$ cat src/rtl/vbr_pkg.sv
package vbr_pkg;

    localparam logic [3:0] GRP_CRN   = 4'd12;
    localparam logic [31:0] HIVEC_BASE = 32'hFFFF_0000;

    localparam int ISR_ABORT_BIT = 8;
    localparam int ISR_IRQ_BIT   = 7;
    localparam int ISR_FIQ_BIT   = 6;

    typedef enum logic [1:0] {
        RSP_NONE   = 2'd0,
        RSP_DATA   = 2'd1,
        RSP_UNDEF  = 2'd2,
        RSP_UNPRED = 2'd3
    } rsp_kind_e;

    typedef enum logic [1:0] {
        SEL_NONE  = 2'd0,
        SEL_VBASE = 2'd1,
        SEL_MBASE = 2'd2,
        SEL_ISTAT = 2'd3
    } reg_sel_e;

endpackage

$ cat src/rtl/vbr_decode.sv
module vbr_decode
    import vbr_pkg::*;
#(
    parameter bit HAS_SECURITY = 1'b1
) (
    input  logic       acc_valid,
    input  logic       acc_write,
    input  logic [3:0] acc_crn,
    input  logic [2:0] acc_op1,
    input  logic [3:0] acc_crm,
    input  logic [2:0] acc_op2,
    input  logic       sec_state,
    input  logic       priv_mode,
    output logic       grp_hit,
    output reg_sel_e   sel,
    output rsp_kind_e  kind,
    output logic       wr_sec,
    output logic       wr_nsec,
    output logic       wr_mon
);

    logic enc_base;

    always_comb begin
        grp_hit  = acc_valid && (acc_crn == GRP_CRN);
        enc_base = (acc_op1 == 3'd0);
        sel      = SEL_NONE;
        kind     = RSP_NONE;
        wr_sec   = 1'b0;
        wr_nsec  = 1'b0;
        wr_mon   = 1'b0;
        if (grp_hit) begin
            if (!HAS_SECURITY) begin
                kind = RSP_UNDEF;
            end else begin
                if (enc_base && acc_crm == 4'd0 && acc_op2 == 3'd0)
                    sel = SEL_VBASE;
                else if (enc_base && acc_crm == 4'd0 && acc_op2 == 3'd1)
                    sel = SEL_MBASE;
                else if (enc_base && acc_crm == 4'd1 && acc_op2 == 3'd0)
                    sel = SEL_ISTAT;

                if (sel == SEL_NONE) begin
                    kind = RSP_UNPRED;
                end else if (!priv_mode || (sel == SEL_MBASE && !sec_state)) begin
                    kind = RSP_UNDEF;
                end else begin
                    kind = RSP_DATA;
                    if (acc_write) begin
                        wr_sec  = (sel == SEL_VBASE) &&  sec_state;
                        wr_nsec = (sel == SEL_VBASE) && !sec_state;
                        wr_mon  = (sel == SEL_MBASE);
                    end
                end
            end
        end
    end

endmodule

$ cat src/rtl/vbr_bank.sv
module vbr_bank #(
    parameter int DATA_W     = 32,
    parameter int ALIGN_BITS = 5
) (
    input  logic                       clk,
    input  logic                       rst_n,
    input  logic                       wr_sec,
    input  logic                       wr_nsec,
    input  logic                       wr_mon,
    input  logic                       wlock,
    input  logic [DATA_W-1:ALIGN_BITS] wdata_hi,
    output logic [DATA_W-1:0]          vbase_sec,
    output logic [DATA_W-1:0]          vbase_nsec,
    output logic [DATA_W-1:0]          mbase
);

    localparam int HI_W = DATA_W - ALIGN_BITS;

    logic [HI_W-1:0] sec_q;
    logic [HI_W-1:0] nsec_q;
    logic [HI_W-1:0] mon_q;

    always_ff @(posedge clk) begin
        if (!rst_n)
            sec_q <= '0;
        else if (wr_sec && !wlock)
            sec_q <= wdata_hi;
    end

    always_ff @(posedge clk) begin
        if (wr_nsec)
            nsec_q <= wdata_hi;
    end

    always_ff @(posedge clk) begin
        if (wr_mon && !wlock)
            mon_q <= wdata_hi;
    end

    assign vbase_sec  = {sec_q,  {ALIGN_BITS{1'b0}}};
    assign vbase_nsec = {nsec_q, {ALIGN_BITS{1'b0}}};
    assign mbase      = {mon_q,  {ALIGN_BITS{1'b0}}};


    sec_lock_hold_chk: assert property (@(posedge clk) disable iff (!rst_n)
        (wr_sec && wlock) |=> $stable(sec_q));


    mon_lock_hold_chk: assert property (@(posedge clk) disable iff (!rst_n)
        (wr_mon && wlock) |=> $stable(mon_q));


    no_write_hold_chk: assert property (@(posedge clk) disable iff (!rst_n)
        !(wr_sec || wr_nsec || wr_mon) |=> ($stable(sec_q) && $stable(nsec_q) && $stable(mon_q)));


    sec_write_lands_chk: assert property (@(posedge clk) disable iff (!rst_n)
        (wr_sec && !wlock) |=> (sec_q == $past(wdata_hi)));

endmodule

$ cat src/rtl/vbr_rsp_fsm.sv
module vbr_rsp_fsm
    import vbr_pkg::*;
#(
    parameter int DATA_W = 32
) (
    input  logic              clk,
    input  logic              rst_n,
    input  rsp_kind_e         nxt_kind,
    input  logic [DATA_W-1:0] nxt_rdata,
    input  logic              grp_hit,
    input  reg_sel_e          sel,
    input  logic              priv_mode,
    output logic              rsp_valid,
    output logic              rsp_undef,
    output logic              rsp_unpred,
    output logic [DATA_W-1:0] rsp_rdata
);

    rsp_kind_e         state_q;
    logic [DATA_W-1:0] rdata_q;

    always_ff @(posedge clk) begin
        if (!rst_n) begin
            state_q <= RSP_NONE;
            rdata_q <= '0;
        end else begin
            state_q <= nxt_kind;
            rdata_q <= (nxt_kind == RSP_DATA) ? nxt_rdata : '0;
        end
    end

    always_comb begin
        rsp_valid  = 1'b0;
        rsp_undef  = 1'b0;
        rsp_unpred = 1'b0;
        unique case (state_q)
            RSP_NONE:   ;
            RSP_DATA:   rsp_valid = 1'b1;
            RSP_UNDEF:  begin rsp_valid = 1'b1; rsp_undef  = 1'b1; end
            RSP_UNPRED: begin rsp_valid = 1'b1; rsp_unpred = 1'b1; end
            default:    ;
        endcase
    end

    assign rsp_rdata = rdata_q;


    unpriv_undef_chk: assert property (@(posedge clk) disable iff (!rst_n)
        ((sel != SEL_NONE) && !priv_mode) |=> rsp_undef);


    outside_group_quiet_chk: assert property (@(posedge clk) disable iff (!rst_n)
        !grp_hit |=> !rsp_valid);

endmodule

$ cat src/rtl/vecbase_regs.sv
module vecbase_regs
    import vbr_pkg::*;
#(
    parameter int DATA_W       = 32,
    parameter int ALIGN_BITS   = 5,
    parameter bit HAS_SECURITY = 1'b1
) (
    input  logic              clk,
    input  logic              rst_n,
    input  logic              acc_valid,
    input  logic              acc_write,
    input  logic [3:0]        acc_crn,
    input  logic [2:0]        acc_op1,
    input  logic [3:0]        acc_crm,
    input  logic [2:0]        acc_op2,
    input  logic [DATA_W-1:0] acc_wdata,
    input  logic              sec_state,
    input  logic              priv_mode,
    input  logic              hivec_sel,
    input  logic              sec_wlock,
    input  logic              pend_abort,
    input  logic              pend_irq,
    input  logic              pend_fiq,
    output logic              rsp_valid,
    output logic [DATA_W-1:0] rsp_rdata,
    output logic              rsp_undef,
    output logic              rsp_unpred,
    output logic [DATA_W-1:0] exc_base
);

    logic              grp_hit;
    reg_sel_e          sel;
    rsp_kind_e         kind;
    logic              wr_sec, wr_nsec, wr_mon;
    logic [DATA_W-1:0] vbase_sec, vbase_nsec, mbase;
    logic [DATA_W-1:0] istat, rd_mux;
    logic              unused_low_wdata;

    assign unused_low_wdata = ^acc_wdata[ALIGN_BITS-1:0];

    vbr_decode #(.HAS_SECURITY(HAS_SECURITY)) u_dec (
        .acc_valid (acc_valid),
        .acc_write (acc_write),
        .acc_crn   (acc_crn),
        .acc_op1   (acc_op1),
        .acc_crm   (acc_crm),
        .acc_op2   (acc_op2),
        .sec_state (sec_state),
        .priv_mode (priv_mode),
        .grp_hit   (grp_hit),
        .sel       (sel),
        .kind      (kind),
        .wr_sec    (wr_sec),
        .wr_nsec   (wr_nsec),
        .wr_mon    (wr_mon)
    );

    vbr_bank #(.DATA_W(DATA_W), .ALIGN_BITS(ALIGN_BITS)) u_bank (
        .clk        (clk),
        .rst_n      (rst_n),
        .wr_sec     (wr_sec),
        .wr_nsec    (wr_nsec),
        .wr_mon     (wr_mon),
        .wlock      (sec_wlock),
        .wdata_hi   (acc_wdata[DATA_W-1:ALIGN_BITS]),
        .vbase_sec  (vbase_sec),
        .vbase_nsec (vbase_nsec),
        .mbase      (mbase)
    );

    always_comb begin
        istat = '0;
        istat[ISR_ABORT_BIT] = pend_abort;
        istat[ISR_IRQ_BIT]   = pend_irq;
        istat[ISR_FIQ_BIT]   = pend_fiq;
        rd_mux = '0;
        if (!acc_write) begin
            unique case (sel)
                SEL_VBASE: rd_mux = sec_state ? vbase_sec : vbase_nsec;
                SEL_MBASE: rd_mux = mbase;
                SEL_ISTAT: rd_mux = istat;
                default:   rd_mux = '0;
            endcase
        end
    end

    vbr_rsp_fsm #(.DATA_W(DATA_W)) u_fsm (
        .clk        (clk),
        .rst_n      (rst_n),
        .nxt_kind   (kind),
        .nxt_rdata  (rd_mux),
        .grp_hit    (grp_hit),
        .sel        (sel),
        .priv_mode  (priv_mode),
        .rsp_valid  (rsp_valid),
        .rsp_undef  (rsp_undef),
        .rsp_unpred (rsp_unpred),
        .rsp_rdata  (rsp_rdata)
    );

    generate
        if (HAS_SECURITY) begin : g_banked
            assign exc_base = hivec_sel ? HIVEC_BASE[DATA_W-1:0]
                                        : (sec_state ? vbase_sec : vbase_nsec);
        end else begin : g_flat
            assign exc_base = hivec_sel ? HIVEC_BASE[DATA_W-1:0] : '0;
        end
    endgenerate

endmodule

$ cat config.mk
export PLATFORM = sky130hd
export DESIGN_NAME = vecbase_regs
export DESIGN_NICKNAME = d
export VERILOG_FILES = /design/src/rtl/vbr_pkg.sv /design/src/rtl/vbr_decode.sv /design/src/rtl/vbr_bank.sv /design/src/rtl/vbr_rsp_fsm.sv /design/src/rtl/vecbase_regs.sv
export SDC_FILE = /design/constraint.sdc
export NUM_CORES = 1
export LEC_CHECK = 0
export BUFFER_PORTS_ARGS = -buffer_cell sky130_fd_sc_hd__buf_4
export CORE_ASPECT_RATIO = 0.5
export CORE_UTILIZATION = 35
export CTS_BUF_LIST = sky130_fd_sc_hd__clkbuf_8
export DETAILED_ROUTE_END_ITERATION = 12
export GPL_TIMING_DRIVEN = 0
export PLACE_DENSITY_LB_ADDON = 0.25
export SETUP_SLACK_MARGIN = 0.05
export SLEW_MARGIN = 20
export SYNTH_ARGS = -nofsm -noshare
export SYNTH_HDL_FRONTEND = slang
export SYNTH_SLANG_ARGS = --single-unit
$ cat constraint.sdc
create_clock -name clk -period 3.9 [get_ports clk]
set_input_delay 0.78 -clock clk [delete_from_list [all_inputs] [get_ports clk]]
set_output_delay 0.78 -clock clk [all_outputs]
set_load 0.05 [all_outputs]
==> impl_metrics.csv <==
group,metric,value,unit
run_status,status,"finished clean",
critical_path,startpoint_type,"input pin",
global_route,overflow,0,
global_route,antenna_found_initial,0,
sta,fin_crit_sh,0.910,
clock_tree,cts_buffers,9,
placed_design,post-dp-hpwl,7170,µm
critical_path,crit_path_max_incr_delay,530,ps
power_and_ir_drop,switchingPower,0.515,mW
sta,rsz0062_at_grt,"false",
global_route,grt_pass1_vias,2966,
hold_path,hold_path.class,"reg -> reg",
clock_tree,clkSlewWorstSetupHoldPaths,110,ps
power_and_ir_drop,internal-power,1.60,mW
floorplanning,die_w,161,µm
sta,skew,5.72,ps
clock_tree,holdBufCountCts,0,
placed_design,pre_cts_ws,295,ps
critical_path,worstPathCellList,"buf_4 -> buf_1 -> clkbuf_1 -> mux2_1 -> or2_1 -> buf_4",
finish,layout_common_cells,"117 x buf_4, 56 x dfxtp_1, 55 x nand2_1",
finish,fin_util,0.473,
critical_path,crit_path_end_kind,"primary output",
power_and_ir_drop,pwr-share-clk,0.334,
clock_tree,cts_buffer_depth,2,
floorplanning,die_y,81.6,µm
placed_design,port_buffers,107,
route,drc_errors,0,
floorplanning,ioPinCount,124,
floorplanning,die_area,13100,µm²
clock_tree,post-cts-setup-buffers,0,
power_and_ir_drop,ir_worst_vdd,0.151,mV
sta,fin_setup_tns,0,ps
sta,fmax,282,MHz
floorplanning,fp-row-count,28,
sta,relSlewSlack,0.419,
critical_path,r2r_start,"u_bank.nsec_q[0]",
clock_tree,cts_tree,"yes",
critical_path,crit_fanout,10,
yosys,synthCells,363,
finish,drive_above_1_share,0.296,
placed_design,place.gp.congestion,0.723,
global_route,grt_pass1_wl,15600,µm
finish,stdcell_count,661,
route,postRouteWirelength,9870,µm
yosys,synth_area,4430,µm²
sta,fin_crit,3550,ps
route,ant_nets,0,
power_and_ir_drop,p_leak,2.22,nW
sta,setup_viol,0,
yosys,synthDistinctLibCells,37,
critical_path,cp.arrival,2770,ps
route,via_count,3033,
finish,layout_commonest_cell,"buf_4",
sta,setup_ws,350,ps
critical_path,cpMaxStageDelayCell,"clkbuf_1",
sta,slew_violations,0,
clock_tree,clock-sinks,110,
critical_path,cp-startpoint,"sec_state",
hold_path,hp-start,"u_bank.sec_q[18]",
route,viasPerCell,4.59,
yosys,syn_area_per_cell,12.2,µm²
critical_path,crit_top_cell,"buf_4",
critical_path,worstSetupPathType,"in -> out",
route,initialDrtViolationCount,148,
route,routedWlPerCell,14.9,µm
critical_path,cp_top_family,"buffers and inverters",
power_and_ir_drop,sw_frac_of_total,0.243,
floorplanning,start_util,0.367,
floorplanning,core-area,12100,µm²
power_and_ir_drop,power.density,371,nW/µm²
clock_tree,cts-root-buf,"clkbuf_8",
sta,tightestPinTransition,864,ps
yosys,ys_seq_area_frac,0.619,
clock_tree,cts_resized,0,
power_and_ir_drop,comb_power_share,0.096,
critical_path,critPathRequiredTime,3120,ps
finish,insertedDiodeCount,0,
flow_run,cap_violations,0,
yosys,ys_ff_latch,110,
global_route,grtUsageTotal,0.158,
finish,nNetsFinal,548,
route,drtPass1Iterations,4,
clock_tree,insertion_delay,370,ps
placed_design,placed_cells,645,
power_and_ir_drop,p_seq_frac,0.571,
finish,area_growth,29.0,%
clock_tree,htree_levels,3,
global_route,grt_start_max_net_pins,28,
sta,hold_viol,0,
yosys,yosysWarnings,0,
critical_path,critPathBufInv,4,
[synth_stat cells (all sizes together)]
cell	number	area share
inv	1	0.00085
dfxtp	56	0.25
a21oi	1	0.0011
and2	4	0.0056
o21ba	3	0.0068
a21boi	1	0.0017
o21ai	1	0.0011
or2	17	0.024
a22oi	24	0.041
conb	1	0.00085
or4b	1	0.0031
nand3b	1	0.0017
nand4bb	1	0.0025
nand4b	1	0.0020
mux2	24	0.061
a211oi	3	0.0051
or4	3	0.0068
nor2b	10	0.014
a31oi	1	0.0014
nand4	1	0.0014
or3	1	0.0014
and4b	1	0.0023
nor2	33	0.032
nor4	2	0.0056
edfxtp	54	0.37
mux2i	30	0.068
clkbuf	14	0.012
nand2b	1	0.0014
nand2	55	0.047
nand3	1	0.0011
buf	16	0.030
[sequential cells by signal (all words and copies together), names as in the netlist]
register         flops
u_bank.mon_q        27
u_bank.nsec_q       27
u_bank.sec_q        27
u_fsm.rsp_rdata     27
u_fsm.state_q        2
[metal layers]
metal | GRT usage | vias to the layer above | wire [µm]
met5 | 0 | - | 0
met4 | 0.0396 | 0 | 65
met3 | 0.0475 | 5 | 418
met2 | 0.262 | 65 | 4620
met1 | 0.205 | 1451 | 4770
li1 | - | 1512 | -
[tightest hold or removal path: stages, from the launching register on]
cell and delay [ps]:
dfxtp_1 330, nand2_1 50, mux2i_1 50
[logic make-up after synthesis]
logic type      synth area share
simple gates               0.151
flops                      0.619
mux                        0.129
compound gates            0.0579
buf+inv                   0.0426
other cells             0.000846
[power groups by stage]
stage / Combinational [mW] / Sequential [mW] / Clock (mW)
floorplan: 0.119 / 1.24 / 0
global placement: 0.203 / 1.24 / 0
detailed placement: 0.204 / 1.24 / 0
CTS: 0.205 / 1.21 / 0.731
global route: 0.218 / 1.21 / 0.782
finish: 0.203 / 1.21 / 0.707
[metrics by stage]
step / hold slack, ps / total power, mW / area [µm²]
3_5_place_dp: 447 / 1.44 / 5510
3_3_place_gp: 442 / 1.44 / 5480
2_1_floorplan: 432 / 1.35 / 4470
6_report: 463 / 2.12 / 5720
4_1_cts: 464 / 2.14 / 5720
5_1_grt: 470 / 2.21 / 5720
[final timing paths]
check / end / slack [ps] / cells past startpoint
setup / recovery: exc_base[23] / 350 / 6
hold / removal: u_bank.sec_q[18] / 460 / 2
setup reg to reg: u_fsm.rsp_rdata[5] / 2810 / 3
hold reg to reg: u_bank.sec_q[18] / 460 / 2
[layout make-up]
| type | count | area [µm²] |
|---|---|---|
| Inverter | 1 | 3.75 |
| Fill cell | 1134 | 6370 |
| Timing Repair Buffer | 108 | 831 |
| Buffer | 30 | 185 |
| Sequential cell | 110 | 2740 |
| Clock buffer | 10 | 138 |
| Multi-Input combinational cell | 231 | 1540 |
| Clock inverter | 6 | 67.6 |
| Tap cell | 165 | 206 |
Note: power is estimated with default switching activity, not from simulation.
